`config.mk`:
```
export PLATFORM = sky130hd
export DESIGN_NAME = tick_timer
export DESIGN_NICKNAME = d
export VERILOG_FILES = /design/src/rtl/tmr_pkg.sv /design/src/rtl/tmr_prescaler.sv /design/src/rtl/tmr_event_chan.sv /design/src/rtl/tmr_free_ctr.sv /design/src/rtl/tick_timer.sv
export SDC_FILE = /design/constraint.sdc
export NUM_CORES = 1
export LEC_CHECK = 0
export ABC_CLOCK_PERIOD_IN_PS = 3900
export BUFFER_PORTS_ARGS = -buffer_cell sky130_fd_sc_hd__buf_2
export CAP_MARGIN = 30
export CORE_ASPECT_RATIO = 1.75
export CORE_MARGIN = 4
export CORE_UTILIZATION = 55
export CTS_CLUSTER_DIAMETER = 60
export DETAILED_ROUTE_END_ITERATION = 16
export PLACE_DENSITY_LB_ADDON = 0.1
export SYNTH_ARGS = -nofsm -noshare
export SYNTH_HDL_FRONTEND = slang
export SYNTH_HIERARCHICAL = 1
export SYNTH_SLANG_ARGS = --single-unit
```
`constraint.sdc`:
```
create_clock -name clk_i -period 3.9 [get_ports clk_i]
set_clock_uncertainty 0.1 [all_clocks]
set_input_delay 0.195 -clock clk_i [delete_from_list [all_inputs] [get_ports clk_i]]
set_output_delay 0.195 -clock clk_i [all_outputs]
set_load 0.005 [all_outputs]
```
`src/rtl/tmr_pkg.sv`:
```
package tmr_pkg;
  localparam int REG_W    = 32;
  localparam int CH_N     = 4;
  localparam int CNT_W    = 16;
  localparam int FREE_W   = 32;
  localparam int N_BASE   = 4;
  localparam int CSEL_W   = $clog2(N_BASE);
  localparam int FSEL_W   = 3;
  localparam int EN_LSB   = 16;
  localparam int MODE_LSB = 12;
  localparam int FSEL_LSB = 8;
  localparam int CSEL_LSB = 0;
  localparam int OFF_CTRL = 0;
  localparam int OFF_FREE = 4 * (CH_N + 1);

  localparam logic [REG_W-1:0] CTRL_MASK = REG_W'(
      (((1 << CH_N) - 1) << EN_LSB) |
      (((1 << CH_N) - 1) << MODE_LSB) |
      (((1 << FSEL_W) - 1) << FSEL_LSB) |
      (((1 << (CH_N * CSEL_W)) - 1) << CSEL_LSB));

  function automatic int chan_off(input int idx);
    return 4 * (idx + 1);
  endfunction
endpackage

```
`src/rtl/tmr_prescaler.sv`:
```
module tmr_prescaler #(
  parameter int DIV_1US = 50,
  parameter int STAGES  = 3,
  parameter int RATIO   = 10
) (
  input  logic            clk_i,
  input  logic            rst_ni,
  output logic [STAGES:0] tick_o
);
  localparam int BW = $clog2(DIV_1US);
  localparam int RW = $clog2(RATIO);

  if (DIV_1US < 2) begin : g_bad_div
    initial $error("DIV_1US must be at least 2");
  end

  logic [BW-1:0] base_q;

  always_ff @(posedge clk_i or negedge rst_ni) begin
    if (!rst_ni)     base_q <= '0;
    else if (tick_o[0]) base_q <= '0;
    else             base_q <= base_q + BW'(1);
  end

  assign tick_o[0] = (base_q == BW'(DIV_1US - 1));

  for (genvar k = 0; k < STAGES; k++) begin : g_stage
    logic [RW-1:0] dec_q;
    logic          wrap;
    assign wrap = (dec_q == RW'(RATIO - 1));
    always_ff @(posedge clk_i or negedge rst_ni) begin
      if (!rst_ni)        dec_q <= '0;
      else if (tick_o[k]) dec_q <= wrap ? '0 : dec_q + RW'(1);
    end
    assign tick_o[k+1] = tick_o[k] && wrap;

    // a slower strobe never sits on two adjacent cycles
    p_slow_strobe_gap_r2: assert property (@(posedge clk_i) disable iff (!rst_ni)
      tick_o[k+1] |=> !tick_o[k+1]);
  end
endmodule

```
`src/rtl/tmr_event_chan.sv`:
```
module tmr_event_chan #(
  parameter int CNT_W = 16
) (
  input  logic             clk_i,
  input  logic             rst_ni,
  input  logic             en_i,
  input  logic             periodic_i,
  input  logic             tick_i,
  input  logic             wr_i,
  input  logic [CNT_W-1:0] wdata_i,
  output logic [CNT_W-1:0] cnt_o,
  output logic             irq_o,
  output logic             done_o
);
  logic [CNT_W-1:0] cnt_q, load_q;
  logic             en_d_q, irq_q;
  logic             restart, expire;

  assign restart = en_i && !en_d_q;
  assign expire  = en_i && en_d_q && tick_i && (cnt_q == '0) && !wr_i;

  always_ff @(posedge clk_i or negedge rst_ni) begin
    if (!rst_ni) begin
      cnt_q  <= '0;
      load_q <= '0;
      en_d_q <= 1'b0;
      irq_q  <= 1'b0;
    end else begin
      en_d_q <= en_i;
      irq_q  <= expire;
      if (wr_i) begin
        load_q <= wdata_i;
        cnt_q  <= wdata_i;
      end else if (restart) begin
        cnt_q <= load_q;
      end else if (en_i && tick_i) begin
        if (cnt_q == '0) cnt_q <= periodic_i ? load_q : '0;
        else             cnt_q <= cnt_q - CNT_W'(1);
      end
    end
  end

  assign cnt_o  = cnt_q;
  assign irq_o  = irq_q;
  assign done_o = expire && !periodic_i;

  p_irq_pulse_r6: assert property (@(posedge clk_i) disable iff (!rst_ni)
    irq_q |=> !irq_q);
  p_irq_gated_r7: assert property (@(posedge clk_i) disable iff (!rst_ni)
    irq_q |-> $past(en_i));
  p_hold_off_r7: assert property (@(posedge clk_i) disable iff (!rst_ni)
    (!en_i && !wr_i) |=> $stable(cnt_q));
  p_restart_r7: assert property (@(posedge clk_i) disable iff (!rst_ni)
    (restart && !wr_i) |=> (cnt_q == $past(load_q)));
  p_reload_r4: assert property (@(posedge clk_i) disable iff (!rst_ni)
    (expire && periodic_i) |=> (cnt_q == $past(load_q)));
endmodule

```
`src/rtl/tmr_free_ctr.sv`:
```
module tmr_free_ctr #(
  parameter int W      = 32,
  parameter int SEL_W  = 3,
  parameter int N_TICK = 4
) (
  input  logic              clk_i,
  input  logic              rst_ni,
  input  logic [SEL_W-1:0]  sel_i,
  input  logic [N_TICK-1:0] ticks_i,
  output logic [W-1:0]      cnt_o
);
  logic [N_TICK:0] src;
  logic            step;
  logic [W-1:0]    cnt_q;

  assign src  = {ticks_i, 1'b1};
  assign step = (sel_i <= SEL_W'(N_TICK)) ? src[sel_i] : 1'b0;

  always_ff @(posedge clk_i or negedge rst_ni) begin
    if (!rst_ni)   cnt_q <= '0;
    else if (step) cnt_q <= cnt_q + W'(1);
  end

  assign cnt_o = cnt_q;

  p_sysclk_step_r8: assert property (@(posedge clk_i) disable iff (!rst_ni)
    (sel_i == '0) |=> (cnt_q == $past(cnt_q) + W'(1)));
  p_hold_code_r8: assert property (@(posedge clk_i) disable iff (!rst_ni)
    (sel_i > SEL_W'(N_TICK)) |=> $stable(cnt_q));
endmodule

```
`src/rtl/tick_timer.sv`:
```
module tick_timer
  import tmr_pkg::*;
#(
  parameter int DIV_1US = 50,
  parameter int ADDR_W  = 5
) (
  input  logic              clk_i,
  input  logic              rst_ni,
  input  logic [ADDR_W-1:0] addr_i,
  input  logic [REG_W-1:0]  wdata_i,
  input  logic              we_i,
  output logic [REG_W-1:0]  rdata_o,
  output logic [CH_N-1:0]   irq_o
);
  logic [REG_W-1:0]  ctrl_q;
  logic [N_BASE-1:0] base_tick;
  logic [CH_N-1:0]   done;
  logic [CNT_W-1:0]  cnt [CH_N];
  logic [FREE_W-1:0] free_cnt;
  logic              ctrl_wr;

  assign ctrl_wr = we_i && (addr_i == ADDR_W'(OFF_CTRL));

  tmr_prescaler #(.DIV_1US(DIV_1US), .STAGES(N_BASE - 1), .RATIO(10)) i_presc (
    .clk_i, .rst_ni, .tick_o(base_tick));

  // software write wins over a one-shot self-clear in the same cycle
  always_ff @(posedge clk_i or negedge rst_ni) begin
    if (!rst_ni) begin
      ctrl_q <= '0;
    end else begin
      for (int i = 0; i < CH_N; i++)
        if (done[i]) ctrl_q[EN_LSB+i] <= 1'b0;
      if (ctrl_wr) ctrl_q <= wdata_i & CTRL_MASK;
    end
  end

  for (genvar g = 0; g < CH_N; g++) begin : g_ch
    logic [CSEL_W-1:0] sel;
    assign sel = ctrl_q[CSEL_LSB + g*CSEL_W +: CSEL_W];

    tmr_event_chan #(.CNT_W(CNT_W)) i_chan (
      .clk_i,
      .rst_ni,
      .en_i      (ctrl_q[EN_LSB+g]),
      .periodic_i(ctrl_q[MODE_LSB+g]),
      .tick_i    (base_tick[sel]),
      .wr_i      (we_i && (addr_i == ADDR_W'(chan_off(g)))),
      .wdata_i   (wdata_i[CNT_W-1:0]),
      .cnt_o     (cnt[g]),
      .irq_o     (irq_o[g]),
      .done_o    (done[g]));

    p_oneshot_clear_r5: assert property (@(posedge clk_i) disable iff (!rst_ni)
      (done[g] && !ctrl_wr) |=> !ctrl_q[EN_LSB+g]);
  end

  tmr_free_ctr #(.W(FREE_W), .SEL_W(FSEL_W), .N_TICK(N_BASE)) i_free (
    .clk_i, .rst_ni,
    .sel_i  (ctrl_q[FSEL_LSB +: FSEL_W]),
    .ticks_i(base_tick),
    .cnt_o  (free_cnt));

  always_comb begin
    rdata_o = '0;
    if (addr_i == ADDR_W'(OFF_CTRL)) rdata_o = ctrl_q;
    if (addr_i == ADDR_W'(OFF_FREE)) rdata_o = REG_W'(free_cnt);
    for (int i = 0; i < CH_N; i++)
      if (addr_i == ADDR_W'(chan_off(i))) rdata_o = REG_W'(cnt[i]);
  end

  p_ctrl_unused_r1: assert property (@(posedge clk_i) disable iff (!rst_ni)
    (ctrl_q & ~CTRL_MASK) == '0);
endmodule

```
==> flow_metrics.py, run 1 <==
metrics = {
    "run_status": {
        "outcome": "complete, no violations",
    },
    "worst_setup_path": {
        "end_kind": "flop",
        "start_kind": "flop",
        "cp_max_fo": 6,
        "cp.arrival_ns": 3.60,
        "crit_type": "flop to flop",
        "crit_required_ns": 4.19,
    },
    "timing": {
        "setup_ws_ns": 0.5831,
        "finalMaxSlewViolations": 0,
        "hold_violations": 0,
        "rsz0062_at_grt": "no",
        "relSlewSlack": 0.3433,
        "worst_pin_slew_ns": 0.9850,
        "max_freq_mhz": 301.5,
        "fin_crit_ns": 3.317,
        "period_share": 0.8505,
        "setup_viol": 0,
        "fin_tns_setup_ns": 0,
    },
    "detailed_routing": {
        "wire_per_inst_um": 23.08,
        "wl_um": 39590,
        "drtPass1Iterations": 7,
        "vias": 11210,
        "initialDrtViolationCount": 959,
        "remaining_drc_errors": 0,
        "ant_nets": 0,
        "via_per_inst": 6.535,
    },
    "cts": {
        "cts_tree": "done",
        "cts-buffers-inserted": 21,
        "clk_pin_slew_ns": 0.06,
        "cts_setup_buffers": 0,
        "cts.sinks": 205,
        "htree_levels": 1,
        "holdBufCountCts": 13,
        "clock_latency_ns": 0.51,
        "ctsResizeCount": 0,
        "cts_root_buffer": "clkbuf_16",
        "clockBufferDepth": 3,
    },
    "logic_synthesis": {
        "netlist_instances": 1334,
        "yosys_register_bits": 205,
        "syn_area_um2": 12560,
        "yosys_warnings": 6,
        "avgSynthCellArea_um2": 9.412,
        "synth_edf_count": 0,
        "ys_types": 82,
        "synthArstFlopShare": 1.000,
        "synth.net_count": 1385,
        "ys.flop_type": "dfrtp_1",
        "ys_seq_area_frac": 0.4086,
    },
    "placement": {
        "gp_congestion": 1.002,
        "place_ws_ns": 0.6508,
        "dpl.cell_count": 1667,
        "io_buffers": 63,
        "dp_hpwl_um": 28450,
    },
    "die": {
        "start_util": 0.5643,
        "die_x_um": 122.2,
        "dieArea_um2": 25410,
        "core_um2": 22250,
        "fp.dieH_um": 207.9,
        "rows": 72,
        "ios": 76,
    },
    "pwr": {
        "leakage_nw": 6.059,
        "vdd_drop_max_uv": 419.5,
        "power_density_nw_per_um2": 503.8,
    },
    "flow_run": {
        "max_cap_viol_count": 0,
    },
    "cells_and_area": {
        "final_common_cell": "dfrtp_1",
        "drive_above_1_share": 0.1607,
        "synthToLayoutAreaGrowth_pct": 11.78,
        "multi_input_area_um2": 6945,
        "antennaDiodeCount": 0,
        "seqCellArea_um2": 5130,
        "fillers": 1916,
        "layout_common_cells": "dfrtp_1, nand2_1, nor2_1",
        "final_cells": 1715,
        "fin_nets": 1458,
        "postLayoutCoreUtil": 0.6307,
    },
    "grt": {
        "gr-usage-met3": 0.03817,
        "track_usage": 0.3138,
        "met2_usage": 0.5131,
        "grt.met1_usage": 0.4001,
        "grt_pass1_vias": 10940,
        "overflow": 0,
        "grt_max_degree": 122,
        "busiest_layer": "met2",
        "grt_pass1_wl_um": 62580,
        "antenna_found_initial": 1,
    },
    "hold_path": {
        "hold_path_class": "input port to flop",
    },
}
[Yosys cell counts (7+ instances only)]
library cell | number | area [µm²]
ha_1 | 11 | 137.6
dfrtp_1 | 205 | 5130
a21oi_1 | 27 | 135.1
xor2_1 | 31 | 271.5
and2_1 | 30 | 187.7
o21ai_1 | 14 | 70.07
a2bb2oi_1 | 16 | 140.1
mux2_1 | 12 | 135.1
nor2_1 | 110 | 412.9
nor4_1 | 21 | 131.4
buf_6 | 7 | 78.83
a21o_1 | 24 | 180.2
nor3_2 | 9 | 90.09
o211ai_1 | 13 | 97.59
a222oi_1 | 19 | 190.2
nand2_1 | 167 | 626.9
nor2b_1 | 20 | 125.1
o21a_1 | 12 | 90.09
and4_1 | 13 | 113.9
nor3_1 | 41 | 205.2
a31oi_1 | 13 | 81.33
a21boi_0 | 8 | 60.06
xnor2_1 | 13 | 113.9
a32o_1 | 19 | 190.2
or4_1 | 12 | 90.09
nand3_1 | 20 | 100.1
o221ai_1 | 13 | 113.9
nand2b_1 | 35 | 219.0
and3_1 | 12 | 75.07
o32a_1 | 8 | 80.08
o21ai_0 | 83 | 415.4
o211a_1 | 8 | 80.08
o41ai_1 | 8 | 70.07
o31a_1 | 12 | 105.1
inv_1 | 50 | 187.7
clkbuf_1 | 30 | 112.6
buf_2 | 16 | 80.08
mux2_2 | 22 | 247.7
[per-stage QoR]
| step | cell area [µm²] | power, W | hold slack (ns) |
|---|---|---|---|
| 6_report | 14030 | 0.007071 | 0.02422 |
| 5_1_grt | 14030 | 0.007433 | 0.006921 |
| 4_1_cts | 14030 | 0.007071 | 0.004055 |
| 3_5_place_dp | 13230 | 0.004988 | 0.2609 |
| 3_3_place_gp | 13200 | 0.004939 | 0.2639 |
| 2_1_floorplan | 12560 | 0.004254 | -0.2006 |
[layer usage]
| layer | up-vias | wire length [µm] |
|---|---|---|
| li1 | 5080 | - |
| met1 | 5470 | 15010 |
| met2 | 527 | 19410 |
| met3 | 129 | 2767 |
| met4 | 2 | 2388 |
| met5 | - | 7 |
[sequential cells by signal, summed over array words and instances, names as in the netlist]
register / flops
ctrl_q: 19
i_free/cnt_o: 32
g_ch.i_chan/load_q: 64
g_ch.i_chan/irq_o: 4
i_presc/base_q: 6
g_ch.i_chan/cnt_o: 64
g_ch.i_chan/en_d_q: 4
i_presc/g_stage.dec_q: 12
[layout make-up]
cell class	instances	area share
tap	296	0.02639
multi-input combinational	1020	0.4949
timing repair buffer	109	0.05153
inverter	50	0.01337
sequential	205	0.3655
clock inverter	8	0.008558
clock buffer	27	0.03976
[report_power, final]
group / internal (W) / total [W] / switching [W]
Clock: 0.00121 / 0.00206 / 0.000854
Sequential: 0.00255 / 0.00320 / 0.000652
Combinational: 0.000776 / 0.00181 / 0.00104
[cells by family (layout without fill, tap and decap cells)]
| logic type | Yosys count | after routing | synth area share |
|---|---|---|---|
| simple gates | 569 | 569 | 0.2591 |
| fa+ha+maj | 11 | 11 | 0.01096 |
| buf+inv | 109 | 194 | 0.03867 |
| flops | 205 | 205 | 0.4086 |
| xor+xnor | 44 | 44 | 0.03069 |
| compound gates | 354 | 354 | 0.2112 |
| mux | 42 | 42 | 0.04086 |
[critical path, stage by stage, from the launching register on]
cell      delay, ns
dfrtp_1        0.40
inv_1          0.06
ha_1           0.14
and3b_1        0.30
nand2_1        0.14
nor3_2         0.52
mux4_2         0.40
nand2b_1       0.16
nand2_1        0.23
nand2_1        0.30
o21ai_0        0.14
a211o_1        0.31
[path summary, 6_finish.rpt]
check,to,depth (start not counted),start,slack (ns)
worst max-delay path,g_ch[3].i_chan/cnt_o[13]$_DFFE_PN0P_,11,i_presc/base_q[1]$_DFF_PN0_,0.58
worst min-delay path,g_ch[2].i_chan/cnt_o[0]$_DFFE_PN0P_,2,wdata_i[0],0.02
worst max register to register,g_ch[3].i_chan/cnt_o[13]$_DFFE_PN0P_,11,i_presc/base_q[1]$_DFF_PN0_,0.58
worst min register to register,i_free/cnt_o[31]$_DFFE_PN0P_,1,i_free/cnt_o[31]$_DFFE_PN0P_,0.37
max in group asynchronous,g_ch[1].i_chan/load_q[6]$_DFFE_PN0P_,3,rst_ni,2.42
min in group asynchronous,g_ch[1].i_chan/load_q[9]$_DFFE_PN0P_,2,rst_ni,0.24
Note: power is estimated with default switching activity, not from simulation.
==> run 2, diff against run 1 <==
--- a/config.mk
+++ b/config.mk
@@ -14,7 +14,7 @@
 export CTS_CLUSTER_DIAMETER = 60
 export DETAILED_ROUTE_END_ITERATION = 16
 export PLACE_DENSITY_LB_ADDON = 0.1
+export SETUP_SLACK_MARGIN = 0.15
 export SYNTH_ARGS = -nofsm -noshare
 export SYNTH_HDL_FRONTEND = slang
-export SYNTH_HIERARCHICAL = 1
 export SYNTH_SLANG_ARGS = --single-unit
==> constraint.sdc (replaced) <==
create_clock -name clk_i -period 3.9 [get_ports clk_i]
set_clock_uncertainty 0.1 [all_clocks]
set_input_delay 1.17 -clock clk_i [delete_from_list [all_inputs] [get_ports clk_i]]
set_output_delay 1.17 -clock clk_i [all_outputs]
set_load 0.005 [all_outputs]
==> run 2 against run 1 <==
Effect of this change:
- the flow now finishes with violations (setup timing)
- clock-buffer cell count is 1 higher
- wire length down 8.3%
- critical path type is now input port to output port
- synthesized cell count is 0.15% lower
- core utilization is 0.36 points higher
- via count down 6.7%
- synthesized area shrank 7.5%
- power rose by 10%
==> flow_metrics.py, run 2 <==
metrics = {
    "run_status": {
        "outcome": "complete, but fails checks",
        "violations": "setup timing",
    },
    "timing": {
        "worst_pin_slew_ns": 0.9525,
        "fin_tns_setup_ns": -0.1632,
        "hold_violations": 0,
        "max_freq_mhz": 253.8,
        "finalMaxSlewViolations": 0,
        "fin_crit_ns": 3.941,
        "period_share": 1.010,
        "setup_ws_ns": -0.04079,
        "setup_viol": 10,
        "hold_slack_ns": 0.3652,
        "relSlewSlack": 0.3626,
        "rsz0062_at_grt": "yes",
    },
    "worst_setup_path": {
        "end_kind": "output port",
        "start_kind": "input port",
        "r2r_setup_slack_ns": 1.00,
        "crit_type": "input port to output port",
        "cp.arrival_ns": 2.67,
        "cp_max_fo": 8,
        "crit_required_ns": 2.63,
    },
    "logic_synthesis": {
        "ys_seq_area_frac": 0.4418,
        "syn_area_um2": 11610,
        "yosys_register_bits": 205,
        "synth.net_count": 1383,
        "yosys.area.top_type": "dfrtp_1",
        "synthTopCellsByCount": "nand2_1, dfrtp_1, o21ai_0",
        "synth_top_area_share": 0.4418,
        "synth_area_leaders": "dfrtp_1, nand2_1, o21ai_0, xnor2_1, nor2_1",
        "synthArstFlopShare": 1.000,
        "synth_most_common_cell": "nand2_1",
        "synth_edf_count": 0,
        "netlist_instances": 1332,
        "yosys_warnings": 0,
        "avgSynthCellArea_um2": 8.718,
        "ys_types": 76,
        "ys.flop_type": "dfrtp_1",
    },
    "detailed_routing": {
        "wl_um": 36320,
        "wire_per_inst_um": 22.00,
        "initialDrtViolationCount": 989,
        "ant_nets": 0,
        "vias": 10460,
        "drtPass1Iterations": 5,
        "remaining_drc_errors": 0,
        "via_per_inst": 6.335,
    },
    "grt": {
        "overflow": 0,
        "grt_max_degree": 81,
        "track_usage": 0.3073,
        "antenna_found_initial": 1,
        "grt_pass1_wl_um": 57390,
        "grt_pass1_vias": 10350,
    },
    "cells_and_area": {
        "fin_nets": 1440,
        "final_cells": 1651,
        "postLayoutCellArea_um2": 13220,
        "synthToLayoutAreaGrowth_pct": 13.87,
        "antennaDiodeCount": 0,
        "layout_common_cells": "nand2_1, dfrtp_1, o21ai_0",
        "fillers": 1854,
        "drive_above_1_share": 0.1515,
        "final_common_cell": "nand2_1",
    },
    "placement": {
        "dp_hpwl_um": 25940,
        "place_area_um2": 12280,
        "gp_congestion": 0.9851,
        "dpl.cell_count": 1607,
        "io_buffers": 63,
    },
    "die": {
        "fp.dieH_um": 200.2,
        "dieArea_um2": 23590,
        "core_um2": 20850,
        "ios": 76,
        "start_util": 0.5571,
        "die_x_um": 117.8,
        "rows": 70,
    },
    "cts": {
        "holdBufCountCts": 0,
        "htree_levels": 1,
        "clk_pin_slew_ns": 0.06,
        "cts_root_buffer": "clkbuf_16",
        "clock_latency_ns": 0.51,
        "cts.sinks": 205,
        "cts-buffers-inserted": 21,
        "clockBufferDepth": 3,
        "cts_tree": "done",
    },
    "pwr": {
        "p_sw_w": 0.003018,
        "vdd_drop_max_uv": 401.2,
        "p_comb_frac": 0.304,
        "power_density_nw_per_um2": 590.1,
        "seqPwrFrac": 0.433,
        "cellInternalPower_w": 0.004786,
        "leakage_nw": 6.148,
        "clockPowerShare": 0.263,
        "power.total_w": 0.007803,
        "switching_share": 0.3867,
    },
    "flow_run": {
        "max_cap_viol_count": 0,
    },
    "hold_path": {
        "hold_path_class": "flop to flop",
    },
}
[run 2: changes by cell type after synthesis, moves of 24 or more]
cell | previous run | this run
nand2_1 | 167 | 260
xnor2_1 | 13 | 47
o21ai_0 | 83 | 112
clkbuf_1 | 30 | 56
a22oi_1 | 4 | 29
inv_1 | 50 | 26
[run 2: worst paths after layout]
path / start / to / depth (start not counted)
worst max register to register: i_presc.base_q[1]$_DFF_PN0_ / g_ch[0].i_chan.cnt_o[12]$_DFFE_PN0P_ / 8
worst min register to register: g_ch[1].i_chan.load_q[11]$_DFFE_PN0P_ / g_ch[1].i_chan.load_q[11]$_DFFE_PN0P_ / 2
max in group asynchronous: rst_ni / g_ch[3].i_chan.load_q[1]$_DFFE_PN0P_ / 2
min in group asynchronous: rst_ni / g_ch[2].i_chan.cnt_o[8]$_DFFE_PN0P_ / 1
worst min-delay path: g_ch[1].i_chan.load_q[11]$_DFFE_PN0P_ / g_ch[1].i_chan.load_q[11]$_DFFE_PN0P_ / 2
worst max-delay path: addr_i[0] / rdata_o[4] / 9
[run 2: power groups by stage]
stage	registers, W	logic (W)	clock network [W]
final	0.00338	0.00237	0.00205
after global routing	0.00343	0.00265	0.00218
after CTS	0.00336	0.00235	0.00208
after detailed placement	0.00339	0.00233	0
after global placement	0.00338	0.00227	0
after floorplan	0.00303	0.00181	0
[run 2: worst max-delay path: stages]
cell	delay (ns)
buf_6	0.10
or3_4	0.41
nor3_4	0.17
buf_6	0.15
buf_12	0.12
a22oi_1	0.08
o221ai_1	0.19
o21a_1	0.17
buf_2	0.12
[run 2: repair_timing]
item	CTS	global route
pin swaps	15	10
gates cloned	0	1
endpoints found under the setup margin	20	20
buffers inserted	6	4
gates resized for setup	22	18
[run 2: through the flow]
step                setup WS, ns  utilization
floorplan                 0.1562            -
global placement         -0.1386       0.5893
detailed placement       -0.1324       0.5893
CTS                     -0.06643       0.6291
global route             -0.1034       0.6343
finish                  -0.04079       0.6343
[run 2: layout make-up]
type | count | area [µm²] | share of cell area
Clock inverter | 5 | 75.07 | 0.005678
Clock buffer | 28 | 601.8 | 0.04551
Inverter | 26 | 97.59 | 0.007381
Sequential cell | 205 | 5130 | 0.3880
Multi-Input combinational cell | 1009 | 6100 | 0.4613
Tap cell | 252 | 315.3 | 0.02385
Timing Repair Buffer | 126 | 903.4 | 0.06832
[run 2: layer usage]
layer,wire [µm],GRT usage
met2,17680,0.5223
met3,2159,0.04407
met4,2617,0.1836
met5,8,0
met1,13860,0.3684
[run 2: kinds of logic after synthesis]
kind of cell,count (synthesis),share of synthesized area
AOI/OAI and AO/OA,320,0.1880
xor gates and xnor gates,56,0.04224
adders and majority gates,11,0.01185
buffers and inverters,118,0.04622
DFF,205,0.4418
muxes,22,0.01961
and+or+nand+nor,600,0.2503
